===== src/rtl/pswallow_pkg.sv =====
package pswallow_pkg;
    localparam int unsigned DEF_M_W        = 9;
    localparam int unsigned DEF_A_W        = 4;
    localparam int unsigned DEF_NARROW_M_W = 7;
    localparam int unsigned DEF_BASE_MOD   = 10;
endpackage


===== src/rtl/pswallow_prescaler.sv =====
module pswallow_prescaler
    import pswallow_pkg::*;
#(
    parameter int unsigned BASE_MOD = DEF_BASE_MOD
) (
    input  logic clk,
    input  logic rst_n,
    input  logic bypass_i,
    input  logic msel_i,
    output logic tick_o
);
    localparam int unsigned CNT_W = $clog2(BASE_MOD + 1);
    localparam logic [CNT_W-1:0] TERM_LO = CNT_W'(BASE_MOD - 1);
    localparam logic [CNT_W-1:0] TERM_HI = CNT_W'(BASE_MOD);

    typedef struct packed {
        logic [CNT_W-1:0] cnt;
    } pre_state_t;

    pre_state_t st_d, st_q;
    logic [CNT_W-1:0] term;
    logic tick;

    always_comb begin
        term = msel_i ? TERM_HI : TERM_LO;
        tick = bypass_i || (st_q.cnt == term);
        st_d = st_q;
        if (tick) begin
            st_d.cnt = '0;
        end else begin
            st_d.cnt = st_q.cnt + 1'b1;
        end
    end

    always_ff @(posedge clk or negedge rst_n) begin
        if (!rst_n) begin
            st_q <= '0;
        end else begin
            st_q <= st_d;
        end
    end

    assign tick_o = tick;


    cnt_range_chk: assert property (@(posedge clk) disable iff (!rst_n)
        st_q.cnt <= TERM_HI);


    long_mod_only_chk: assert property (@(posedge clk) disable iff (!rst_n)
        (st_q.cnt == TERM_HI) |-> msel_i);


    bypass_idle_cnt_chk: assert property (@(posedge clk) disable iff (!rst_n)
        bypass_i |-> (st_q.cnt == '0));
endmodule


===== src/rtl/pswallow_ctrl.sv =====
module pswallow_ctrl
    import pswallow_pkg::*;
#(
    parameter int unsigned M_W = DEF_M_W,
    parameter int unsigned A_W = DEF_A_W
) (
    input  logic           clk,
    input  logic           rst_n,
    input  logic           tick_i,
    input  logic [M_W-1:0] m_i,
    input  logic [A_W-1:0] a_i,
    input  logic           bypass_req_i,
    output logic           msel_o,
    output logic           bypass_o,
    output logic           pulse_o
);
    typedef struct packed {
        logic [M_W-1:0] m_left;
        logic [A_W-1:0] a_left;
        logic           bypass;
        logic           pulse;
    } ctrl_state_t;

    ctrl_state_t st_d, st_q;
    logic last_pre;

    always_comb begin
        last_pre = tick_i && (st_q.m_left == '0);
        st_d = st_q;
        st_d.pulse = last_pre;
        if (tick_i) begin
            if (last_pre) begin
                st_d.m_left = m_i;
                st_d.a_left = bypass_req_i ? '0 : a_i;
                st_d.bypass = bypass_req_i;
            end else begin
                st_d.m_left = st_q.m_left - 1'b1;
                if (st_q.a_left != '0) begin
                    st_d.a_left = st_q.a_left - 1'b1;
                end
            end
        end
    end

    always_ff @(posedge clk or negedge rst_n) begin
        if (!rst_n) begin
            st_q <= '0;
        end else begin
            st_q <= st_d;
        end
    end

    assign msel_o   = (st_q.a_left != '0) && !st_q.bypass;
    assign bypass_o = st_q.bypass;
    assign pulse_o  = st_q.pulse;


    swallow_idle_bypass_chk: assert property (@(posedge clk) disable iff (!rst_n)
        st_q.bypass |-> (st_q.a_left == '0));


    cfg_hold_chk: assert property (@(posedge clk) disable iff (!rst_n)
        !(tick_i && (st_q.m_left == '0)) |=> $stable(st_q.bypass));


    msel_stable_chk: assert property (@(posedge clk) disable iff (!rst_n)
        !tick_i |=> $stable(msel_o));


    pulse_after_tick_chk: assert property (@(posedge clk) disable iff (!rst_n)
        pulse_o |-> $past(tick_i));
endmodule


===== src/rtl/pswallow_div.sv =====
module pswallow_div
    import pswallow_pkg::*;
#(
    parameter int unsigned M_W        = DEF_M_W,
    parameter int unsigned A_W        = DEF_A_W,
    parameter int unsigned NARROW_M_W = DEF_NARROW_M_W,
    parameter int unsigned BASE_MOD   = DEF_BASE_MOD
) (
    input  logic           clk,
    input  logic           rst_n,
    input  logic [M_W-1:0] m_val,
    input  logic [A_W-1:0] a_val,
    input  logic           presc_en_n,
    input  logic           direct_mode,
    output logic           div_pulse,
    output logic           msel_mon,
    output logic           presc_mon
);
    logic [M_W-1:0] m_eff;
    logic           tick_w;
    logic           msel_w;
    logic           bypass_w;
    logic           pulse_w;

    generate
        if (M_W > NARROW_M_W) begin : g_narrow
            assign m_eff = direct_mode
                ? {{(M_W - NARROW_M_W){1'b0}}, m_val[NARROW_M_W-1:0]}
                : m_val;
        end else begin : g_full
            assign m_eff = m_val;
        end
    endgenerate

    pswallow_prescaler #(
        .BASE_MOD (BASE_MOD)
    ) u_pre (
        .clk      (clk),
        .rst_n    (rst_n),
        .bypass_i (bypass_w),
        .msel_i   (msel_w),
        .tick_o   (tick_w)
    );

    pswallow_ctrl #(
        .M_W (M_W),
        .A_W (A_W)
    ) u_ctrl (
        .clk          (clk),
        .rst_n        (rst_n),
        .tick_i       (tick_w),
        .m_i          (m_eff),
        .a_i          (a_val),
        .bypass_req_i (presc_en_n),
        .msel_o       (msel_w),
        .bypass_o     (bypass_w),
        .pulse_o      (pulse_w)
    );

    assign div_pulse = pulse_w;
    assign msel_mon  = msel_w;
    assign presc_mon = tick_w;


    pulse_isolated_chk: assert property (@(posedge clk) disable iff (!rst_n)
        (div_pulse && !bypass_w) |=> !div_pulse);


    msel_off_bypass_chk: assert property (@(posedge clk) disable iff (!rst_n)
        bypass_w |-> !msel_mon);
endmodule


===== config.mk =====
export PLATFORM = sky130hd
export DESIGN_NAME = pswallow_div
export DESIGN_NICKNAME = d
export VERILOG_FILES = /design/src/rtl/pswallow_pkg.sv /design/src/rtl/pswallow_prescaler.sv /design/src/rtl/pswallow_ctrl.sv /design/src/rtl/pswallow_div.sv
export SDC_FILE = /design/constraint.sdc
export NUM_CORES = 1
export LEC_CHECK = 0
export BUFFER_PORTS_ARGS = -buffer_cell sky130_fd_sc_hd__clkbuf_2
export CORE_ASPECT_RATIO = 1.25
export CORE_MARGIN = 1
export CORE_UTILIZATION = 50
export CTS_CLUSTER_SIZE = 28
export DETAILED_ROUTE_END_ITERATION = 6
export PLACE_DENSITY_LB_ADDON = 0.1
export SLEW_MARGIN = 20
export SYNTH_ARGS = -nofsm -noshare
export SYNTH_HDL_FRONTEND = slang
export SYNTH_SLANG_ARGS = --single-unit
export TNS_END_PERCENT = 1

===== constraint.sdc =====
create_clock -name clk -period 2.2 [get_ports clk]
set_input_delay 0.22 -clock clk [delete_from_list [all_inputs] [get_ports clk]]
set_output_delay 0.22 -clock clk [all_outputs]
set_load 0.02 [all_outputs]

* After elaboration in Yosys (flattened, before gate mapping)
Index checks and enable logic that the tools add are counted.
** Cells by class
- Mux-type cells :: 6
- Add/subtract/negate cells :: 3
- Reduce and logical (&&, ||, !) cells :: 9
- Equal/unequal tests :: 1
** Operator list (number)
- $mux 13 :: 1
- $mux 4 :: 3
- $logic_not 9->1 :: 1
- $mux 9 :: 1
- $sub 9x1->9 const B :: 1
- $add 4x1->4 const B :: 1
- $eq 4x4->1 :: 1
- $reduce_and 2->1 :: 2
- $reduce_bool 4->1 :: 1
- $sub 4x1->4 const B :: 1
- $logic_and 1x1->1 :: 2
- $mux 2 :: 1
- $reduce_bool 2->1 :: 1
- $logic_not 1->1 :: 1
- $logic_or 1x1->1 :: 1
** Storage, ports and cells
- Register bits after elaboration :: 19
- Input port bits :: 17
- Output and inout port bits :: 3
- Word-level logic and storage cells :: 24

* Longest topological paths before layout
Gate-level depths: netlist of the first run.
- Depth after elaboration :: 8
- Depth in mapped cells :: 7
- Gate-level depth less buffers :: 7

* By module
Synthesis of the first run repeated with hierarchy kept, for this count alone.
** Second synthesis, totals
- Cells, all modules :: 106
- Area total of the unflattened synthesis :: 1036.0 um^2
** Modules (own cells, without submodules)
- pswallow_ctrl :: times used 1, cells each 87, area each 825.8 um^2
- pswallow_prescaler :: times used 1, cells each 17, area each 197.7 um^2
- pswallow_div :: times used 1, cells each 2, area each 12.5 um^2

* Least setup slack after synthesis of the first run
Ideal clock, no wire load.
- Path kind :: flip-flop to flip-flop
- Start :: register u_ctrl.st_q[2] (netlist bit)
- End :: register u_ctrl.st_q[9] (netlist bit)
- Path slack :: 0.366 ns
- Cell stages (with the launch flop) :: 8
- Clock period less this slack :: 1.834 ns
- Data arrival time :: 1.712 ns
- Cell sequence :: dfrtp_1 inv_1 ha_1 nor3b_4 mux2_4 nor2_4 inv_2 a32o_1
** On the way
- Word-level cells in the longest chain between the ends :: 7
** RTL lines
- start: declaration :: line pswallow_ctrl.sv:24 : ctrl_state_t st_d, st_q;
- start signal: assignment :: line pswallow_ctrl.sv:49 : st_q <= st_d;
- $reduce_bool 4->1 (*) :: line pswallow_ctrl.sv:53 : assign msel_o = (st_q.a_left != '0) && !st_q.bypass;
- $logic_and 1x1->1 (*) :: line pswallow_ctrl.sv:53
- $mux 2 (*) :: line pswallow_prescaler.sv:25 : term = msel_i ? TERM_HI : TERM_LO;
- $eq 4x4->1 (*) :: line pswallow_prescaler.sv:26 : tick = bypass_i || (st_q.cnt == term);
- $logic_or 1x1->1 (*) :: line pswallow_prescaler.sv:26
- named net presc_mon :: line pswallow_div.sv:17 : output logic presc_mon
- $logic_and 1x1->1 :: line pswallow_ctrl.sv:28 : last_pre = tick_i && (st_q.m_left == '0);
- $mux 13 :: line pswallow_ctrl.sv:32 : if (last_pre) begin
Mark *: on every way through the listed nets, which the timed path passes. The rest lies on a longest branch.
A chain may end at the register's enable or synchronous reset.

* Worst setup path after layout of the first run
- Start :: register u_ctrl.st_q[3] (netlist bit)
- End :: output presc_mon
** On the way
- Word-level cells in the longest chain between the ends :: 5
** RTL lines (line)
- $reduce_bool 4->1 :: pswallow_ctrl.sv:53
- $logic_and 1x1->1 :: pswallow_ctrl.sv:53
- $mux 2 :: pswallow_prescaler.sv:25
- $eq 4x4->1 :: pswallow_prescaler.sv:26
- $logic_or 1x1->1 :: pswallow_prescaler.sv:26
- end: declaration :: pswallow_div.sv:17
Every way passes these cells.

==> metrics.md, run 1 <==
| Metric | Value |
|---|---|
| Later-pin clock latency in the skew report | `0.31 ns` |
| Layout Nets | `165` |
| CORE AREA | `2210 um^2` |
| Synthesized area | `1180 um^2` |
| CTS buffer count | `3` |
| Worst-Margin Slew | `around 0.58 ns` |
| Global route hottest layer | `met2` |
| Fin crit share | `between 90% and 100%` |
| Critical Path RT | `1.98 ns` |
| Max Buffers Root-to-Sink | `2` |
| Clk sinks | `19` |
| Peak VDD IR | `0.616 mV` |
| Post-synth top area share | `40.4%` |
| Worst Path Max Fanout | `9` |
| FMAX | `467 MHz` |
| Die span in x | `45.4 um` |
| Vias per Instance | `6.01` |
| CTS root buf | `clkbuf_4` |
| ANT nets after route | `0` |
| WL final | `2.81 mm` |
| Initial antenna violation count | `0` |
| Total power | `1330 uW` |
| MaxCap Viol Count | `0` |
| DRC violations left | `0` |
| Global route overflow | `0` |
| Clock Skews | `about 0.0037 ns` |
| H-tree Lvls | `1` |
| Worst Setup End Kind | `output port` |
| Placed cells | `164` |
| Die height | `56.2 um` |
| Hold Crit Class | `primary input to flip-flop` |
| HPWL after DPL | `2.02 mm` |
| Post-Place Cell Area | `1310 um^2` |
| #FFs+latches synth | `19` |
| Post-synthesis sequential area ratio | `40.4%` |
| GR met1 Demand/Resource | `between 30% and 40%` |
| CTS tree | `built` |
| Post-synth ARST share | `100%` |
| Cell Rows | `19` |
| Aggregate global-route resource usage | `24.7%` |
| Ports | `20` |
| Hold Vio Cnt, Final | `0` |
| RSZ-0062 raised after global routing | `no` |
| Final setup viols | `0` |
| Global-route wire length before repair | `4.60 mm` |
| WS Path Type | `flip-flop to output port` |
| Max Slew Vio Count | `0` |
| Yosys Warn Count | `0` |
| Largest net degree at the start of global routing | `20` |
| Mean Syn Cell Area | `10.3 um^2` |
| M3 GR Usage | `2.60%` |
| Worst EP arrival | `1.92 ns` |
| Initial DRC count | `36` |
| Syn Nets | `134` |
| Post-synth EDFFs | `0` |
| Post-route cell area | `around 1400 um^2` |
| Number of distinct library cells after synthesis | `49` |
| PwrDens | `952 nW/um^2` |
| Starting Density | `53.2%` |
| Vias in the first global route | `around 1000` |
| Finished Core Util | `63.3%` |
| Headroom to the max-slew limit | `61.2%` |
| Die Area | `2550 um^2` |
| Top cells by area, synth | `dfrtp_1 40%, o2bb2ai_1 3.7%, nor2_1 3.5%` |
| Leakage power | `0.000630 uW` |
| Hold depth | `3` |
| Status | `completed` |
| I/O Buffers | `19` |
| Final setup TNS | `0 ns` |
| Fin cells | `~180` |
| Syn Inst Count | `114` |
| DR WL/cell | `roughly 16 um` |
| Via Count | `between 1000 and 1500` |
| GPL Wtd Cong | `0.876` |
| CP startpoint kind | `flip-flop` |
| Synthesis-to-finish area growth | `19.0%` |
| Layout cell share with drive strength beyond 1 | `32.6%` |
| DRT Pass-1 Iters | `4` |
| Fin crit period | `between 2 and 2.5 ns` |
| Worst-path clk slew | `0.11 ns` |
| Met2 Usage GRT | `40.0%` |
| Yosys top cell by area | `dfrtp_1` |
| R2R cell count | `7` |
| Main synth FF type | `dfrtp_1` |
| Diode count | `0` |
-- power breakdown --
group / internal, uW / switching (uW) / leakage (uW) / total [uW]
logic: 303 / 273 / 0.000381 / 576
registers: 440 / 133 / 0.000234 / 573
clock network: 70.9 / 113 / 0.0000150 / 184
-- layer usage --
layer / wire, um / part of all wire [%]
met1: 1210 / 43
met2: 1420 / 51
met4: 70 / 2.5
met3: 109 / 3.9
met5: 0 / 0
-- layout make-up --
class	count	area, um^2
Tap cell	31	38.8
Inverter	11	43.8
Multi-Input combinational cell	82	651
Fill cell	206	811
Sequential cell	19	475
Clock buffer	4	26.3
Timing Repair Buffer	28	165
-- sequential cells by signal, summed over array words and instances (netlist names) --
signal / cells
u_pre.st_q: 4
u_ctrl.st_q: 13
u_ctrl.bypass_o: 1
u_ctrl.pulse_o: 1
-- worst max-delay path: stages, from the launching register on --
cell and delay [ns]:
dfrtp_1 0.42, inv_1 0.07, ha_2 0.19, nor3b_4 0.22
mux2_4 0.35, nor2_4 0.12, inv_4 0.08, buf_2 0.16
-- logic make-up (layout without fill, tap and decap cells) --
group / Yosys count / in the layout / share of synthesized area (%)
multiplexers: 6 / 6 / 6.28
flip-flops: 19 / 19 / 40.4
adder cells (fa/ha/maj): 3 / 3 / 3.19
AND/OR/NAND/NOR: 39 / 39 / 23.2
buffers and inverters: 13 / 43 / 4.47
AO/OA/AOI/OAI: 32 / 32 / 21.0
XOR/XNOR: 2 / 2 / 1.49
-- Yosys cell counts (2+ instances only) --
master      n
dfrtp_1    19
nor2_1     11
inv_1      10
nor3_1      6
o21ai_1     5
o2bb2ai_1   5
o22ai_1     4
a31oi_1     3
ha_1        3
a311oi_1    2
a32oi_1     2
mux2_1      2
mux2_4      2
nand2_1     2
nand3_1     2
nor4_2      2
nor4bb_1    2
-- cell usage in the layout, fill, tap and decap left out, types with 3 or more instances in the layout --
master / count
clkbuf_2: 18
o21ai_1: 5
nor3_1: 6
buf_4: 8
dfrtp_1: 19
nor2_1: 11
inv_1: 10
clkbuf_4: 3
a31oi_1: 3
o2bb2ai_1: 5
o22ai_1: 4
-- metrics by stage --
| stage | setup WS (ns) | hold WS [ns] |
|---|---|---|
| final | 0.0569 | 0.161 |
| after global routing | 0.00780 | 0.209 |
| after CTS | 0.00858 | 0.162 |
| after detailed placement | 0.120 | 0.200 |
| after global placement | 0.209 | 0.199 |
| after floorplan | 0.366 | -0.0756 |
-- path summary, 6_finish.rpt --
kind                                                  from                     endpoint  slack, ns
worst max register to register  u_ctrl.st_q[3]$_DFFE_PN0P_  u_ctrl.st_q[10]$_DFFE_PN0P_       0.13
max in group asynchronous                            rst_n   u_ctrl.st_q[5]$_DFFE_PN0P_       1.48
worst max-delay path            u_ctrl.st_q[3]$_DFFE_PN0P_                    presc_mon       0.06
worst min register to register     u_pre.st_q[0]$_DFF_PN0_      u_pre.st_q[0]$_DFF_PN0_       0.51
min in group asynchronous                            rst_n   u_ctrl.st_q[8]$_DFFE_PN0P_       0.39
worst min-delay path                              a_val[3]   u_ctrl.st_q[5]$_DFFE_PN0P_       0.16
-- timing repair --
action / 4_1_cts / 5_1_grt
hold buffers: 1 / 0
gates resized for setup: 0 / 3
cloned: 0 / 0
pin swaps: 1 / 1
setup endpoints to repair: 1 / 2
hold endpoints to repair: 19 / 0
buffers inserted: 4 / 2
(Power assumes the default switching activity.)
==> run 2: changes to the inputs <==
--- a/config.mk
+++ b/config.mk
@@ -8,10 +8,10 @@
 export BUFFER_PORTS_ARGS = -buffer_cell sky130_fd_sc_hd__clkbuf_2
 export CORE_ASPECT_RATIO = 1.25
 export CORE_MARGIN = 1
-export CORE_UTILIZATION = 50
+export CORE_UTILIZATION = 49
 export CTS_CLUSTER_SIZE = 28
 export DETAILED_ROUTE_END_ITERATION = 6
-export PLACE_DENSITY_LB_ADDON = 0.1
+export PLACE_DENSITY = 0.74
 export SLEW_MARGIN = 20
 export SYNTH_ARGS = -nofsm -noshare
 export SYNTH_HDL_FRONTEND = slang
==> constraint.sdc (replaced) <==
create_clock -name clk -period 1.7 [get_ports clk]
set_input_delay 0.17 -clock clk [delete_from_list [all_inputs] [get_ports clk]]
set_output_delay 0.17 -clock clk [all_outputs]
set_load 0.02 [all_outputs]
==> metrics.md, run 2 (synthesis gave the netlist of run 1 again) <==
| Metric | Value |
|---|---|
| Max reg flops | `13` |
| Most frequent cells in the layout | `30 x buf_4, 19 x dfrtp_1, 17 x clkbuf_2` |
| Die span in x | `between 40 and 50 um` |
| Starting Density | `between 50% and 60%` |
| Worst Setup End Kind | `output port` |
| Global route overflow | `0` |
| Max Slew Vio Count | `0` |
| CTS root buf | `clkbuf_4` |
| Layout cell share with drive strength beyond 1 | `between 40% and 50%` |
| Aggregate global-route resource usage | `26.1%` |
| WL final | `3.12 mm` |
| Later-pin clock latency in the skew report | `just under 0.3 ns` |
| CTS tree | `built` |
| Diode count | `0` |
| Max Buffers Root-to-Sink | `2` |
| WS Path Type | `flip-flop to output port` |
| Post-route cell area | `roughly 1600 um^2` |
| Hold Slack | `between 0.1 and 0.15 ns` |
| HPWL after DPL | `2.24 mm` |
| Die Area | `2600 um^2` |
| Headroom to the max-slew limit | `between 50% and 60%` |
| RSZ-0062 raised after global routing | `yes` |
| Final setup margin | `-0.273 ns` |
| Violated checks | `setup timing` |
| MaxCap Viol Count | `0` |
| ANT nets after route | `0` |
| Clock Skews | `~0.0064 ns` |
| Top delay family on crit path | `flip-flops` |
| CTS buffer count | `3` |
| Finished Core Util | `72.8%` |
| Peak VDD IR | `1.10 mV` |
| Crit path buf inv count | `3` |
| PwrDens | `1230 nW/um^2` |
| DRT Pass-1 Iters | `4` |
| Worst-path clk slew | `about 0.1 ns` |
| Critical Path RT | `approximately 1.5 ns` |
| DRC violations left | `0` |
| Cell Rows | `19` |
| CORE AREA | `2230 um^2` |
| CP max stage cell | `dfrtp_1` |
| Fin cells | `200` |
| CP startpoint kind | `flip-flop` |
| Worst EP arrival | `roughly 1.8 ns` |
| Initial antenna violation count | `0` |
| Commonest non-fill, non-tap cell in the layout | `buf_4` |
| Largest net degree at the start of global routing | `20` |
| Largest Register | `u_ctrl.st_q` |
| Crit path cell chain | `inv_2 > ha_2 > nor3b_4 > mux2_4 > nor2_4 > inv_4 > buf_8` |
| Max stage delay on crit path | `0.41 ns` |
| Worst Path Max Fanout | `2` |
| Hold Vio Cnt, Final | `0` |
| Final setup viols | `21` |
| Fin crit share | `116%` |
| Clk sinks | `19` |
| I/O Buffers | `19` |
| Vias in the first global route | `roughly 1200` |
| FMAX | `about 510 MHz` |
| GPL Wtd Cong | `0.868` |
| Top flop regs | `u_ctrl.st_q (13), u_pre.st_q (4)` |
| Via Count | `~1200` |
| Fin crit period | `1.97 ns` |
| Synthesis-to-finish area growth | `38.3%` |
| Die height | `56.8 um` |
| Global-route wire length before repair | `about 5 mm` |
| H-tree Lvls | `1` |
| Status | `finished with violations` |
| Initial DRC count | `23` |
| Ports | `20` |
| DR WL/cell | `approximately 16 um` |
| Layout Nets | `190` |
| Leakage power | `slightly below 0.0008 uW` |
| Placed cells | `between 150 and 200` |
| Total power | `between 1500 and 2000 uW` |
| Worst-Margin Slew | `0.616 ns` |
| Vias per Instance | `6.02` |
| Post-Place Cell Area | `~1500 um^2` |
| R2R setup slack | `-0.24 ns` |
| Hold Crit Class | `primary input to flip-flop` |
==> run 2: cell types whose count changed in the layout (fill, tap and decap cells not counted), moves of 2 or more <==
cell    change
buf_4      +22
buf_6       +4
mux2_1      -2
mux2_4      +2
==> run 2: through the flow <==
| stage | setup WS (ns) | TNS [ns] |
|---|---|---|
| after floorplan | -0.127 | -0.631 |
| after global placement | -0.0721 | -0.235 |
| after detailed placement | -0.135 | -0.926 |
| after CTS | -0.291 | -3.08 |
| after global routing | -0.348 | -4.97 |
| final | -0.273 | -3.38 |
==> run 2: where the power goes <==
group / internal [uW] / switching, uW / total (uW)
registers: 569 / 116 / 685
clock network: 91.3 / 136 / 227
logic: 615 / 470 / 1090
==> run 2: per-layer routing <==
layer  global-route usage (%)  share of wire, %  up-vias
met2                     48.6                52       56
li1                         -                 -      545
met1                     28.2                38      585
met4                     10.1               3.7        0
met5                        0                 0        -
met3                     2.89               5.9       18
==> run 2: cell type report <==
class | count | area (um^2)
clock buffer | 4 | 26.3
timing repair buffer | 53 | 380
sequential | 19 | 475
multi-input combinational | 82 | 662
fill | 191 | 608
tap | 31 | 38.8
inverter | 11 | 43.8
==> run 2: worst paths after layout <==
| kind | start | depth (start not counted) | end |
|---|---|---|---|
| max | u_ctrl.st_q[2]$_DFFE_PN0P_ | 7 | presc_mon |
| min in group asynchronous | rst_n | 2 | u_ctrl.st_q[9]$_DFFE_PN0P_ |
| max in group asynchronous | rst_n | 2 | u_ctrl.st_q[5]$_DFFE_PN0P_ |
| min reg2reg | u_pre.st_q[0]$_DFF_PN0_ | 1 | u_pre.st_q[0]$_DFF_PN0_ |
| min | a_val[3] | 3 | u_ctrl.st_q[5]$_DFFE_PN0P_ |
| max reg2reg | u_ctrl.st_q[2]$_DFFE_PN0P_ | 8 | u_ctrl.st_q[3]$_DFFE_PN0P_ |
==> run 2: tightest hold or removal path: stages <==
cell and delay [ns]:
clkbuf_2 0.08, nand3_1 0.06, a31oi_1 0.09
==> run 2: timing repair <==
| item | CTS | global route |
|---|---|---|
| hold buffers | 1 | 0 |
| endpoints found under the hold margin | 19 | 0 |
| setup endpoints to repair | 20 | 21 |
| setup buffers | 6 | 3 |
| gates resized for setup | 3 | 8 |
| pin swaps | 2 | 3 |
==> run 3: changes to the inputs <==
--- a/config.mk
+++ b/config.mk
@@ -12,6 +12,7 @@
 export CTS_CLUSTER_SIZE = 28
 export DETAILED_ROUTE_END_ITERATION = 6
 export PLACE_DENSITY = 0.74
+export SKIP_LAST_GASP = 1
 export SLEW_MARGIN = 20
 export SYNTH_ARGS = -nofsm -noshare
 export SYNTH_HDL_FRONTEND = slang
==> metrics.md, run 3 (synthesis gave the netlist of run 1 again) <==
| Metric | Value |
|---|---|
| Initial antenna violation count | `0` |
| Later-pin clock latency in the skew report | `approximately 0.30 ns` |
| Via Count | `1203` |
| CP max stage cell | `dfrtp_1` |
| Worst-Margin Slew | `0.643 ns` |
| Largest net degree at the start of global routing | `20` |
| Commonest non-fill, non-tap cell in the layout | `buf_4` |
| Clock power share | `a little under an eighth` |
| Worst Setup End Kind | `output port` |
| Crit path buf inv count | `3` |
| Diode count | `0` |
| CORE AREA | `2230 um^2` |
| Most frequent cells in the layout | `32 x buf_4, 19 x dfrtp_1, 18 x clkbuf_2` |
| CTS buffer count | `3` |
| CTS tree | `built` |
| Final setup viols | `21` |
| Max Slew Vio Count | `0` |
| Aggregate global-route resource usage | `a little over a quarter` |
| Fillers | `197` |
| Int Power | `1260 uW` |
| Post-route cell area | `1620 um^2` |
| Layout cell share with drive strength beyond 1 | `between 40% and 50%` |
| Worst Path Max Fanout | `2` |
| Headroom to the max-slew limit | `57.1%` |
| Die span in x | `45.8 um` |
| Vias per Instance | `6.02` |
| Cell Rows | `19` |
| Max Buffers Root-to-Sink | `2` |
| Synthesis-to-finish area growth | `37.4%` |
| Leakage power | `0.000766 uW` |
| Vias in the first global route | `1200` |
| Sequential cell area | `475 um^2` |
| Fin crit period | `2.00 ns` |
| Layout Nets | `190` |
| Peak VDD IR | `1.12 mV` |
| Placed cells | `roughly 190` |
| Global route overflow | `0` |
| DR WL/cell | `16.0 um` |
| Starting Density | `52.6%` |
| Hold Vio Cnt, Final | `0` |
| Worst-path clk slew | `0.11 ns` |
| H-tree Lvls | `1` |
| DRT Pass-1 Iters | `6` |
| Top flop regs | `u_ctrl.st_q (13), u_pre.st_q (4)` |
| Final setup TNS | `-3.81 ns` |
| Largest Register | `u_ctrl.st_q` |
| Max stage delay on crit path | `0.41 ns` |
| Worst EP arrival | `1.83 ns` |
| Post-Place Cell Area | `1490 um^2` |
| Fin cells | `200` |
| Final setup margin | `-0.297 ns` |
| WS Path Type | `flip-flop to output port` |
| Status | `finished with violations` |
| I/O Buffers | `19` |
| Hold Crit Class | `primary input to flip-flop` |
| Ports | `20` |
| Die Area | `approximately 2600 um^2` |
| Clk sinks | `19` |
| Global-route wire length before repair | `5.03 mm` |
| CP startpoint kind | `flip-flop` |
| FMAX | `about 500 MHz` |
| Pre-CTS setup slack | `-0.135 ns` |
| Top delay family on crit path | `flip-flops` |
| Net Sw Power | `741 uW` |
| CTS root buf | `clkbuf_4` |
| Clock Skews | `around 0.0023 ns` |
| RSZ-0062 raised after global routing | `yes` |
| Combinational power share | `a little over half` |
| Sw Ratio | `~37%` |
| Initial DRC count | `71` |
| GPL Wtd Cong | `between 0.8 and 0.9` |
| Die height | `56.8 um` |
| Crit path cell chain | `inv_2 > ha_2 > nor3b_4 > mux2_4 > nor2_4 > inv_4 > buf_8` |
| Sequential power share | `approximately 35%` |
| Finished Core Util | `72.3%` |
| MaxCap Viol Count | `0` |
| Violated checks | `setup timing` |
| Max reg flops | `13` |
| Fin crit share | `117%` |
| PwrDens | `1240 nW/um^2` |
| WL final | `around 3.2 mm` |
| DRC violations left | `0` |
| ANT nets after route | `0` |
| HPWL after DPL | `between 2 and 2.5 mm` |
| Critical Path RT | `1.53 ns` |
| Area of the multi-input gates | `666 um^2` |
## run 3: cell count changes in the layout (fill, tap and decap cells not counted)
cell | before | now
mux2_1 | 0 | 1
buf_6 | 4 | 1
o21ai_2 | 1 | 0
buf_4 | 30 | 32
clkbuf_2 | 17 | 18
mux2_4 | 4 | 3
o21ai_4 | 0 | 1
## run 3: timing repair
action / 4_1_cts / 5_1_grt
cloned: 0 / 0
buffers inserted: 6 / 3
hold buffers: 1 / 0
resized for setup: 1 / 5
pin swaps: 2 / 2
endpoints found under the hold margin: 19 / 0
endpoints found under the setup margin: 20 / 21
## run 3: path summary, 6_finish.rpt
kind	end	slack [ns]	cells past startpoint	from
max	presc_mon	-0.30	7	u_ctrl.st_q[2]$_DFFE_PN0P_
min	u_ctrl.st_q[5]$_DFFE_PN0P_	0.13	3	a_val[3]
max reg2reg	u_ctrl.st_q[3]$_DFFE_PN0P_	-0.26	8	u_ctrl.st_q[2]$_DFFE_PN0P_
min reg2reg	u_pre.st_q[0]$_DFF_PN0_	0.51	1	u_pre.st_q[0]$_DFF_PN0_
max in group asynchronous	u_ctrl.st_q[3]$_DFFE_PN0P_	1.03	2	rst_n
min in group asynchronous	u_ctrl.st_q[9]$_DFFE_PN0P_	0.35	2	rst_n
## run 3: cell type report
class                      instances  area share, %
clock buffer                       4           1.63
inverter                          11           2.71
multi-input combinational         82           41.2
sequential                        19           29.4
tap                               31           2.40
timing repair buffer              53           22.7
## run 3: layer usage
layer	part of all wire (%)	track usage, %	vias to the layer above
met1	39	28.5	587
met5	0	0	-
met2	52	49.4	54
met3	5.7	2.57	18
met4	3.1	8.82	0
li1	-	-	544
## run 3: stage by stage
stage | total power (uW) | hold slack [ns]
6_report | 2000 | 0.134
5_1_grt | 2110 | 0.156
4_1_cts | 1900 | 0.136
3_5_place_dp | 1620 | 0.146
3_3_place_gp | 1570 | 0.146
2_1_floorplan | 1220 | -0.126
## run 3: worst register-to-register path, cell delays in order (launching register included)
cell	delay (ns)
dfrtp_1	0.41
inv_2	0.06
ha_2	0.18
nor3b_4	0.21
mux2_4	0.35
buf_6	0.15
buf_4	0.14
o22ai_1	0.24
o2bb2ai_1	0.15
## run 3: power groups by stage
| stage | combinational (uW) | clock (uW) | sequential (uW) |
|---|---|---|---|
| final | 1070 | 234 | 690 |
| after global routing | 1160 | 253 | 700 |
| after CTS | 993 | 231 | 678 |
| after detailed placement | 933 | 0 | 689 |
| after global placement | 893 | 0 | 678 |
| after floorplan | 517 | 0 | 704 |
